File: src/rtl/hdlc_rx_pkg.sv
package hdlc_rx_pkg;

    typedef enum logic [1:0] {
        ST_GOOD   = 2'd0,
        ST_FCSERR = 2'd1,
        ST_ABORT  = 2'd2,
        ST_OVFL   = 2'd3
    } pkt_stat_e;

    typedef struct packed {
        logic      eop;
        pkt_stat_e stat;
        logic [7:0] data;
    } fifo_entry_t;

    typedef struct packed {
        logic [4:0] level;
        logic       reorder;
        logic       invert;
        logic       fcs_off;
        logic       fifo_rst;
    } rx_cfg_t;

    localparam logic [15:0] CRC_INIT = 16'hFFFF;
    localparam logic [15:0] CRC_GOOD = 16'hF0B8;
    localparam logic [15:0] CRC_POLY = 16'h8408;

    function automatic logic [15:0] crc_byte(input logic [15:0] c, input logic [7:0] b);
        logic [15:0] r;
        r = c;
        for (int i = 0; i < 8; i++) begin
            r = (r[0] ^ b[i]) ? ((r >> 1) ^ CRC_POLY) : (r >> 1);
        end
        return r;
    endfunction

    function automatic logic [7:0] rev8(input logic [7:0] b);
        logic [7:0] r;
        for (int i = 0; i < 8; i++) r[i] = b[7-i];
        return r;
    endfunction

    function automatic rx_cfg_t decode_cfg(input logic [15:0] w);
        rx_cfg_t c;
        c.level    = w[12:8];
        c.reorder  = w[3];
        c.invert   = w[2];
        c.fcs_off  = w[1];
        c.fifo_rst = w[0];
        return c;
    endfunction

endpackage

File: src/rtl/hdlc_rx_deframer.sv
module hdlc_rx_deframer
    import hdlc_rx_pkg::*;
(
    input  logic        clk,
    input  logic        rst,
    input  rx_cfg_t     cfg,
    input  logic        bit_in,
    input  logic        bit_en,
    input  logic        drop,
    output logic        wr_en,
    output fifo_entry_t wr_entry
);
    logic        in_frame, pkt_ovf;
    logic [2:0]  ones, bitcnt, tot;
    logic [7:0]  sr;
    logic [7:0]  hold [3];
    logic [15:0] crc;

    logic        lb, is_stuff, is_flag, is_abort, is_data, byte_done, has_written;
    logic [2:0]  depth;
    logic [7:0]  new_byte, oldest, out_byte;
    pkt_stat_e   close_stat;

    always_comb begin
        lb          = bit_in ^ cfg.invert;
        is_flag     = bit_en && !lb && (ones == 3'd6);
        is_abort    = bit_en && lb && (ones == 3'd6);
        is_stuff    = bit_en && !lb && (ones == 3'd5);
        is_data     = bit_en && in_frame && !is_flag && !is_abort && !is_stuff && (ones != 3'd7);
        new_byte    = {lb, sr[7:1]};
        byte_done   = is_data && (bitcnt == 3'd7);
        depth       = cfg.fcs_off ? 3'd1 : 3'd3;
        oldest      = cfg.fcs_off ? hold[0] : hold[2];
        out_byte    = cfg.reorder ? rev8(oldest) : oldest;
        has_written = in_frame && (tot > depth);
        if (is_abort || bitcnt != 3'd7)           close_stat = ST_ABORT;
        else if (pkt_ovf)                         close_stat = ST_OVFL;
        else if (!cfg.fcs_off && crc != CRC_GOOD) close_stat = ST_FCSERR;
        else                                      close_stat = ST_GOOD;
    end

    always_ff @(posedge clk) begin
        if (rst || cfg.fifo_rst) begin
            in_frame <= 1'b0;
            pkt_ovf  <= 1'b0;
            ones     <= 3'd0;
            bitcnt   <= 3'd0;
            tot      <= 3'd0;
            sr       <= 8'd0;
            crc      <= CRC_INIT;
            hold[0]  <= 8'd0;
            hold[1]  <= 8'd0;
            hold[2]  <= 8'd0;
            wr_en    <= 1'b0;
            wr_entry <= '0;
        end else begin
            wr_en <= 1'b0;
            if (drop) pkt_ovf <= 1'b1;
            if (bit_en) ones <= lb ? ((ones == 3'd7) ? 3'd7 : ones + 3'd1) : 3'd0;
            if (is_flag) begin
                in_frame <= 1'b1;
                tot      <= 3'd0;
                bitcnt   <= 3'd0;
                crc      <= CRC_INIT;
                pkt_ovf  <= 1'b0;
                if (has_written) begin
                    wr_en    <= 1'b1;
                    wr_entry <= fifo_entry_t'{eop: 1'b1, stat: close_stat, data: out_byte};
                end
            end else if (is_abort) begin
                in_frame <= 1'b0;
                if (has_written) begin
                    wr_en    <= 1'b1;
                    wr_entry <= fifo_entry_t'{eop: 1'b1, stat: ST_ABORT, data: out_byte};
                end
            end else if (is_data) begin
                sr     <= new_byte;
                bitcnt <= bitcnt + 3'd1;
                if (byte_done) begin
                    crc     <= crc_byte(crc, new_byte);
                    hold[2] <= hold[1];
                    hold[1] <= hold[0];
                    hold[0] <= new_byte;
                    tot     <= (tot == 3'd7) ? 3'd7 : tot + 3'd1;
                    if (tot >= depth) begin
                        wr_en    <= 1'b1;
                        wr_entry <= fifo_entry_t'{eop: 1'b0, stat: ST_GOOD, data: out_byte};
                    end
                end
            end
        end
    end
endmodule

File: src/rtl/hdlc_rx_fifo.sv
module hdlc_rx_fifo
    import hdlc_rx_pkg::*;
#(
    parameter int DEPTH = 256,
    localparam int AW = $clog2(DEPTH),
    localparam int CW = $clog2(DEPTH + 1)
) (
    input  logic          clk,
    input  logic          rst,
    input  logic          clr,
    input  logic          wr_en,
    input  fifo_entry_t   wr_entry,
    input  logic          rd_en,
    output fifo_entry_t   rd_entry,
    output logic [CW-1:0] count,
    output logic          full,
    output logic          drop
);
    fifo_entry_t   mem [DEPTH];
    logic [AW-1:0] wptr, rptr;
    logic          do_wr, do_rd;

    always_comb begin
        full     = (count == CW'(DEPTH));
        do_wr    = wr_en && !full;
        do_rd    = rd_en && (count != '0);
        drop     = wr_en && full;
        rd_entry = mem[rptr];
    end

    always_ff @(posedge clk) begin
        if (rst || clr) begin
            wptr  <= '0;
            rptr  <= '0;
            count <= '0;
        end else begin
            if (do_wr) wptr <= (wptr == AW'(DEPTH - 1)) ? '0 : wptr + 1'b1;
            if (do_rd) rptr <= (rptr == AW'(DEPTH - 1)) ? '0 : rptr + 1'b1;
            count <= count + CW'(do_wr) - CW'(do_rd);
        end
    end

    always_ff @(posedge clk) begin
        if (do_wr) mem[wptr] <= wr_entry;
    end
endmodule

File: src/rtl/hdlc_rx_status.sv
module hdlc_rx_status #(
    parameter int N = 3
) (
    input  logic         clk,
    input  logic         rst,
    input  logic [N-1:0] ev,
    input  logic [N-1:0] clr,
    input  logic [N-1:0] ien,
    output logic [N-1:0] latch,
    output logic         irq
);
    logic [N-1:0] ev_q;

    always_ff @(posedge clk) begin
        if (rst) begin
            ev_q  <= '0;
            latch <= '0;
        end else begin
            ev_q <= ev;
            for (int i = 0; i < N; i++) begin
                if (ev[i] && !ev_q[i]) latch[i] <= 1'b1;
                else if (clr[i])       latch[i] <= 1'b0;
            end
        end
    end

    assign irq = |(latch & ien);
endmodule

File: src/rtl/hdlc_rx_ctrl.sv
module hdlc_rx_ctrl
    import hdlc_rx_pkg::*;
#(
    parameter int DEPTH = 256,
    parameter int GROUP = 8,
    localparam int CW = $clog2(DEPTH + 1),
    localparam int NEV = 3
) (
    input  logic           clk,
    input  logic           rst,
    input  logic [15:0]    ctrl,
    input  logic           bit_in,
    input  logic           bit_en,
    input  logic           rd_en,
    output logic [7:0]     rd_data,
    output logic           rd_eop,
    output logic [1:0]     rd_stat,
    output logic           rd_valid,
    output logic           data_avail,
    input  logic [NEV-1:0] stat_clr,
    input  logic [NEV-1:0] stat_ien,
    output logic [NEV-1:0] stat_latch,
    output logic           irq
);
    rx_cfg_t       cfg;
    fifo_entry_t   wr_entry, rd_entry;
    logic          wr_en, fifo_full, fifo_drop, fifo_clr;
    logic [CW-1:0] count, thresh;
    logic [NEV-1:0] events;

    always_comb begin
        cfg      = decode_cfg(ctrl);
        fifo_clr = cfg.fifo_rst;
        thresh   = (cfg.level == '0) ? CW'(1) : CW'(cfg.level) * CW'(GROUP);
        data_avail = (count >= thresh);
        rd_valid = (count != '0);
        rd_data  = rd_entry.data;
        rd_eop   = rd_entry.eop;
        rd_stat  = rd_entry.stat;
        events   = {wr_en && wr_entry.eop && !fifo_full, fifo_drop, data_avail};
    end

    hdlc_rx_deframer u_deframer (
        .clk(clk), .rst(rst), .cfg(cfg), .bit_in(bit_in), .bit_en(bit_en),
        .drop(fifo_drop), .wr_en(wr_en), .wr_entry(wr_entry)
    );

    hdlc_rx_fifo #(.DEPTH(DEPTH)) u_fifo (
        .clk(clk), .rst(rst), .clr(fifo_clr), .wr_en(wr_en), .wr_entry(wr_entry),
        .rd_en(rd_en), .rd_entry(rd_entry), .count(count), .full(fifo_full), .drop(fifo_drop)
    );

    hdlc_rx_status #(.N(NEV)) u_status (
        .clk(clk), .rst(rst), .ev(events), .clr(stat_clr), .ien(stat_ien),
        .latch(stat_latch), .irq(irq)
    );
endmodule

File: config.mk
export PLATFORM = sky130hd
export DESIGN_NAME = hdlc_rx_ctrl
export DESIGN_NICKNAME = d
export VERILOG_FILES = /design/src/rtl/hdlc_rx_pkg.sv /design/src/rtl/hdlc_rx_deframer.sv /design/src/rtl/hdlc_rx_fifo.sv /design/src/rtl/hdlc_rx_status.sv /design/src/rtl/hdlc_rx_ctrl.sv
export SDC_FILE = /design/constraint.sdc
export NUM_CORES = 2
export LEC_CHECK = 0
export BUFFER_PORTS_ARGS = -buffer_cell sky130_fd_sc_hd__buf_4
export CAP_MARGIN = 10
export CORE_MARGIN = 1
export CORE_UTILIZATION = 65
export DETAILED_ROUTE_END_ITERATION = 8
export PLACE_DENSITY = 0.81
export SYNTH_ARGS = -nofsm -noshare
export SYNTH_HDL_FRONTEND = slang
export SYNTH_HIERARCHICAL = 1
export SYNTH_SLANG_ARGS = --single-unit
File: constraint.sdc
create_clock -name clk -period 8.79 [get_ports clk]
set_clock_uncertainty 0.15 [all_clocks]
set_input_delay 1.758 -clock clk [delete_from_list [all_inputs] [get_ports clk]]
set_output_delay 1.758 -clock clk [all_outputs]
set_load 0.05 [all_outputs]
## Word level (Yosys, flattened, before mapping)

Memory sizes are Yosys's and may differ from the RTL's. A register that Yosys moved wholly into a read port is not among the register bits.
Cells that the tools add are included.

| storage, ports and cells | value |
|---|---|
| bits in registers | 78 |
| output and inout bits | 17 |
| memory bits (writable) | 2,840 |
| input bits | 27 |
| memories | 2 |
| word-level logic and storage cells | 169 |

| operators by class | value |
|---|---|
| bitwise operators | 23 |
| $lt $le $gt $ge | 3 |
| mux-type cells | 56 |
| reduce and logical (&&, ||, !) cells | 47 |
| equal/unequal tests | 13 |
| add/sub/neg operators | 7 |

Memory list:

| name | depth | bits a word | read ports | clocked after memory_dff | wr ports | line | RTL |
|---|---|---|---|---|---|---|---|
| u_fifo.mem | 256 | 11 | 1 | 1 | 1 | hdlc_rx_fifo.sv:19 | `fifo_entry_t mem [DEPTH];` |
| u_deframer.hold | 3 | 8 | 3 | 0 | 3 | hdlc_rx_deframer.sv:16 | `logic [7:0] hold [3];` |

Operator list:

| kind | count |
|---|---|
| 16-bit 2-to-1 mux | 8 |
| 8-bit 2-to-1 mux | 10 |
| 11-bit 2-to-1 mux | 7 |
| 1-bit 2-to-1 mux | 25 |
| 2-bit inverter with 3-bit output | 8 |
| 1-bit logical AND | 21 |
| 8-bit by 1-bit adder with 8-bit output (second input constant) | 2 |
| 8-bit equality test (second input constant) | 2 |
| 16-bit inequality test (second input constant) | 1 |
| 3-bit equality test (second input constant) | 5 |
| 3-bit by 1-bit adder with 3-bit output (second input constant) | 3 |
| 9-bit by 1-bit adder with 9-bit output | 1 |
| 9-bit equality test (second input constant) | 1 |
| 9-bit by 8-bit greater-or-equal comparator with 1-bit output | 1 |
| 1-bit zero test | 9 |
| 3-bit 2-to-1 mux | 3 |
| 3-bit nonzero test | 3 |
| 9-bit nonzero test | 1 |
| 9-bit by 1-bit subtractor with 9-bit output | 1 |
| 1-bit XOR | 9 |
| 2-bit nonzero test | 4 |
| 2-bit 2-to-1 mux | 3 |
| 3-bit inequality test (second input constant) | 2 |
| 3-bit AND reduction | 2 |
| other kinds (12) | 17 |

## Logic depth before layout (Yosys ltp)

| depth | value |
|---|---|
| word-level depth | 17 |
| depth in mapped cells | 19 |
| gate-level depth less buffers | 18 |

## Hierarchy

Netlist, hierarchy kept.

Modules (own cells, without submodules):

| module | cells each | area an instance (um2) | times used |
|---|---|---|---|
| hdlc_rx_fifo | 5,013 | 109,251.0 | 1 |
| hdlc_rx_deframer | 279 | 3,124.2 | 1 |
| hdlc_rx_status | 20 | 206.4 | 1 |
| hdlc_rx_ctrl | 28 | 190.2 | 1 |

## Worst setup path before layout

No wires, ideal clock.

| timing path | value |
|---|---|
| kind | register to output |
| from | register (tool-made name) |
| to | output port rd_stat[1] |
| required time | 6.882 ns |
| arrival time | 3.258 ns |
| cell stages (with the launch flop) | 11 |
| slack | 3.624 ns |
| buffers on the path | 4 |
| path through | dfxtp_1 > buf_4 > buf_6 > buf_6 > buf_4 > nor2_1 > a221o_1 > nor4_1 > a31oi_1 > nand3_1 > nor4_1 |

RTL lines:

| element | line | RTL |
|---|---|---|
| to (decl) | hdlc_rx_ctrl.sv:17 | `output logic [1:0] rd_stat,` |

==> results.sh <==
export IMPL_outcome="finished, violations left"
export IMPL_failed_checks="DRC, capacitance limit, slew limit"
export IMPL_setup_viol_count_final=0
export IMPL_ys_seq_elements=2925
export IMPL_crit_family="simple AND/OR/NAND/NOR gates"
export IMPL_seq_area_frac_synth=0.7713
export IMPL_core_area_um2=171900
export IMPL_cts_buffers=295
export IMPL_n_fill_cell=9032
export IMPL_cts_sinks=2925
export IMPL_hpwl_um=156700
export IMPL_drv_slew=2
export IMPL_grt_max_degree=237
export IMPL_drive_gt1_frac=0.2255
export IMPL_vias=58600
export IMPL_grt_first_pass_wirelength_um=412000
export IMPL_syn_to_final_growth_pct=10.48
export IMPL_comb_power_share=0.042
export IMPL_grt_pass1_vias=58600
export IMPL_post_cts_repair_setup_buffers=0
export IMPL_die_area_um2=175200
export IMPL_tritoncts="yes"
export IMPL_crit_type="flip-flop to primary output"
export IMPL_portBuffers=36
export IMPL_synth_edf_count=2840
export IMPL_hold_violations=0
export IMPL_cp_end_kind="primary output"
export IMPL_fin_tns_setup_ps=0
export IMPL_worstSetupStartpointType="flip-flop"
export IMPL_cts_resized=0
export IMPL_power_leakage_uw=0.03077
export IMPL_drv_cap=1
export IMPL_finalCritPeriodShare=0.9505
export IMPL_antenna_found_initial=3
export IMPL_layout_commonest_cell="edfxtp_1"
export IMPL_hold_buffers=0
export IMPL_synth_nets=5398
export IMPL_drt_drc_violations_left=27
export IMPL_die_width_um=418.5
export IMPL_synth_cell_type_count=67
export IMPL_firstDrtPassIters=9
export IMPL_via_per_inst=7.299
export IMPL_syn_area_um2=112800
export IMPL_max_freq_ghz=0.1197
export IMPL_yosys_warnings=6
export IMPL_drt_wl_total_um=288200
export IMPL_netlist_instances=5340
export IMPL_power_density_nw_per_um2=225.4
export IMPL_cp_data_required_time_ps=6880
export IMPL_boundaryPins=44
export IMPL_vdd_ir_drop_max_v=0.0001925
export IMPL_crit_buf_inv=2
export IMPL_max_stage_delay_ps=1240
export IMPL_critPathMostFrequentCell="buf_4"
export IMPL_swShare=0.2067
export IMPL_grt_setup_unrepaired="no"
export IMPL_syn_avg_cell_area_um2=21.12
export IMPL_grt_usage=0.3333
export IMPL_p_int_uw=22280
export IMPL_drtAntennaViolNets=0
export IMPL_start_util=0.6559
export IMPL_seqPwrFrac=0.538
export IMPL_relSlewSlack=-0.02604
export IMPL_switching_power_uw=5806
export IMPL_post_route_util=0.7247
export IMPL_cts_buffer_depth=4
export IMPL_std_cell_rows=152
export IMPL_path_cells="buf_4 -> nand3_1 -> o22ai_1 -> nor4_1 -> or4_1 -> nor3_1 -> buf_4"
export IMPL_grt_overflow_total=0
export IMPL_wire_per_inst_um=35.90
export IMPL_htreeDepth=5
export IMPL_clkPwrFrac=0.420
export IMPL_worstPathArrival_ps=6450
export IMPL_clk_latency_ps=930
export IMPL_place_congestion=0.9533
export IMPL_cts_root_buf="clkbuf_16"
export IMPL_finalCriticalPeriod_ps=8355
export IMPL_hold_class="flip-flop to flip-flop"
export IMPL_most_common_layout_cells="edfxtp_1, mux4_2, nor2_1"
export IMPL_drtIter0Drc=9719
export IMPL_die_h_um=418.5
export IMPL_critPathMaxFanout=29
export IMPL_ys_async_sr_fraction=0
export IMPL_final_net_count=5572
export IMPL_clk_pin_slew_ps=60
export IMPL_synth_ff_type="edfxtp_1"
export IMPL_worstMarginPinSlew_ps=1525
export IMPL_cpMaxStageDelayCell="nor3_1"
## path summary, 6_finish.rpt
kind / from / to / slack, ps / cells past startpoint
max: flip-flop / rd_data[4] / 440 / 7
min: u_status/latch[2] / u_status/latch[2] / 340 / 2
max reg2reg: u_fifo/count[2] / u_fifo/mem[133][0] / 3630 / 11
min reg2reg: u_status/latch[2] / u_status/latch[2] / 340 / 2
## power groups by stage
stage / clock network [uW] / logic, uW / registers [uW]
floorplan: 0 / 1050 / 15400
global placement: 0 / 1190 / 15400
detailed placement: 0 / 1190 / 15400
CTS: 11800 / 1200 / 15100
global route: 12300 / 1280 / 15100
finish: 11800 / 1170 / 15100
## registers in the layout, indices dropped and copies added, names as in the netlist, named ones only
name,flops
u_status/latch,3
u_deframer/crc,16
u_deframer/sr,7
u_deframer/bitcnt,3
u_status/ev_q,3
u_deframer/in_frame,1
u_fifo/wptr,8
u_fifo/mem,2816
u_deframer/pkt_ovf,1
u_deframer/hold,24
u_deframer/ones,3
u_deframer/tot,3
u_deframer/wr_entry,11
u_fifo/count,9
u_deframer/wr_en,1
u_fifo/rptr,8
## through the flow
step                instances  hold slack (ps)  power [uW]  setup WS, ps  area [um^2]
floorplan                5340            306.2       16450          3624       112800
global placement         7510            325.0       16610          1761       115600
detailed placement       7510            328.9       16610          1772       115600
CTS                      8008            342.8       28170         718.2       124400
global route             8025            358.9       28740         651.6       124600
finish                   8028            339.6       28090         435.3       124600
## per-layer routing
layer | routed length (um) | track usage | vias to the layer above
li1 | - | - | 22580
met1 | 96250 | 0.4472 | 29950
met4 | 17170 | 0.1695 | 6
met5 | 41 | 0 | -
met3 | 38690 | 0.08670 | 949
met2 | 136100 | 0.5132 | 5121
## worst reg2reg max path: stages (launching register included)
cell and delay, ps:
dfxtp_1 430, inv_1 90, ha_1 190, nor2b_1 130, nand4_1 160, and2_1 480, inv_1 450, nor2_1 260
and2_1 210, nand2_1 740, buf_4 510, nor2_1 960
## synthesized netlist by cell type (20+ instances only)
master,instances,area [um^2]
xor2_1,20,175.2
buf_4,58,435.4
edfxtp_1,2840,85280
nor3_1,44,220.2
buf_2,75,375.4
o211ai_1,51,382.9
clkbuf_1,126,473.0
nor4_1,41,256.5
nor2b_1,21,131.4
mux2i_1,157,1572
ha_1,30,375.4
nor2_1,351,1318
o22ai_1,88,550.5
a21oi_1,105,525.5
a22oi_1,158,1186
dfxtp_1,85,1702
and2_1,32,200.2
a221oi_1,20,175.2
nand3_1,30,150.1
buf_1,21,78.83
inv_1,30,112.6
o21ai_0,20,100.1
mux4_2,676,15220
nand2_1,97,364.1
## area by class of cell
| class | count | area [um^2] | area share |
|---|---|---|---|
| timing repair buffer | 176 | 1565 | 0.01256 |
| inverter | 30 | 112.6 | 0.0009038 |
| antenna | 3 | 7.507 | 0.00006026 |
| clock inverter | 148 | 1121 | 0.008998 |
| sequential | 2925 | 87040 | 0.6986 |
| multi-input combinational | 2086 | 24170 | 0.1940 |
| clock buffer | 350 | 7682 | 0.06166 |
| tap | 2310 | 2890 | 0.02320 |
## cells by family (layout without fill, tap and decap cells)
logic type               after synthesis  after routing  share of synthesized area
AO/OA/AOI/OAI                        483            483                    0.02887
XOR/XNOR                              41             41                   0.003440
adder cells (fa/ha/maj)               31             31                   0.003506
buffers and inverters                329            704                    0.01492
flip-flops                          2925           2925                     0.7713
multiplexers                         847            847                     0.1503
other                                  0              3                          0
AND/OR/NAND/NOR                      684            684                    0.02760
No activity file was read; power rests on OpenSTA's default activity.
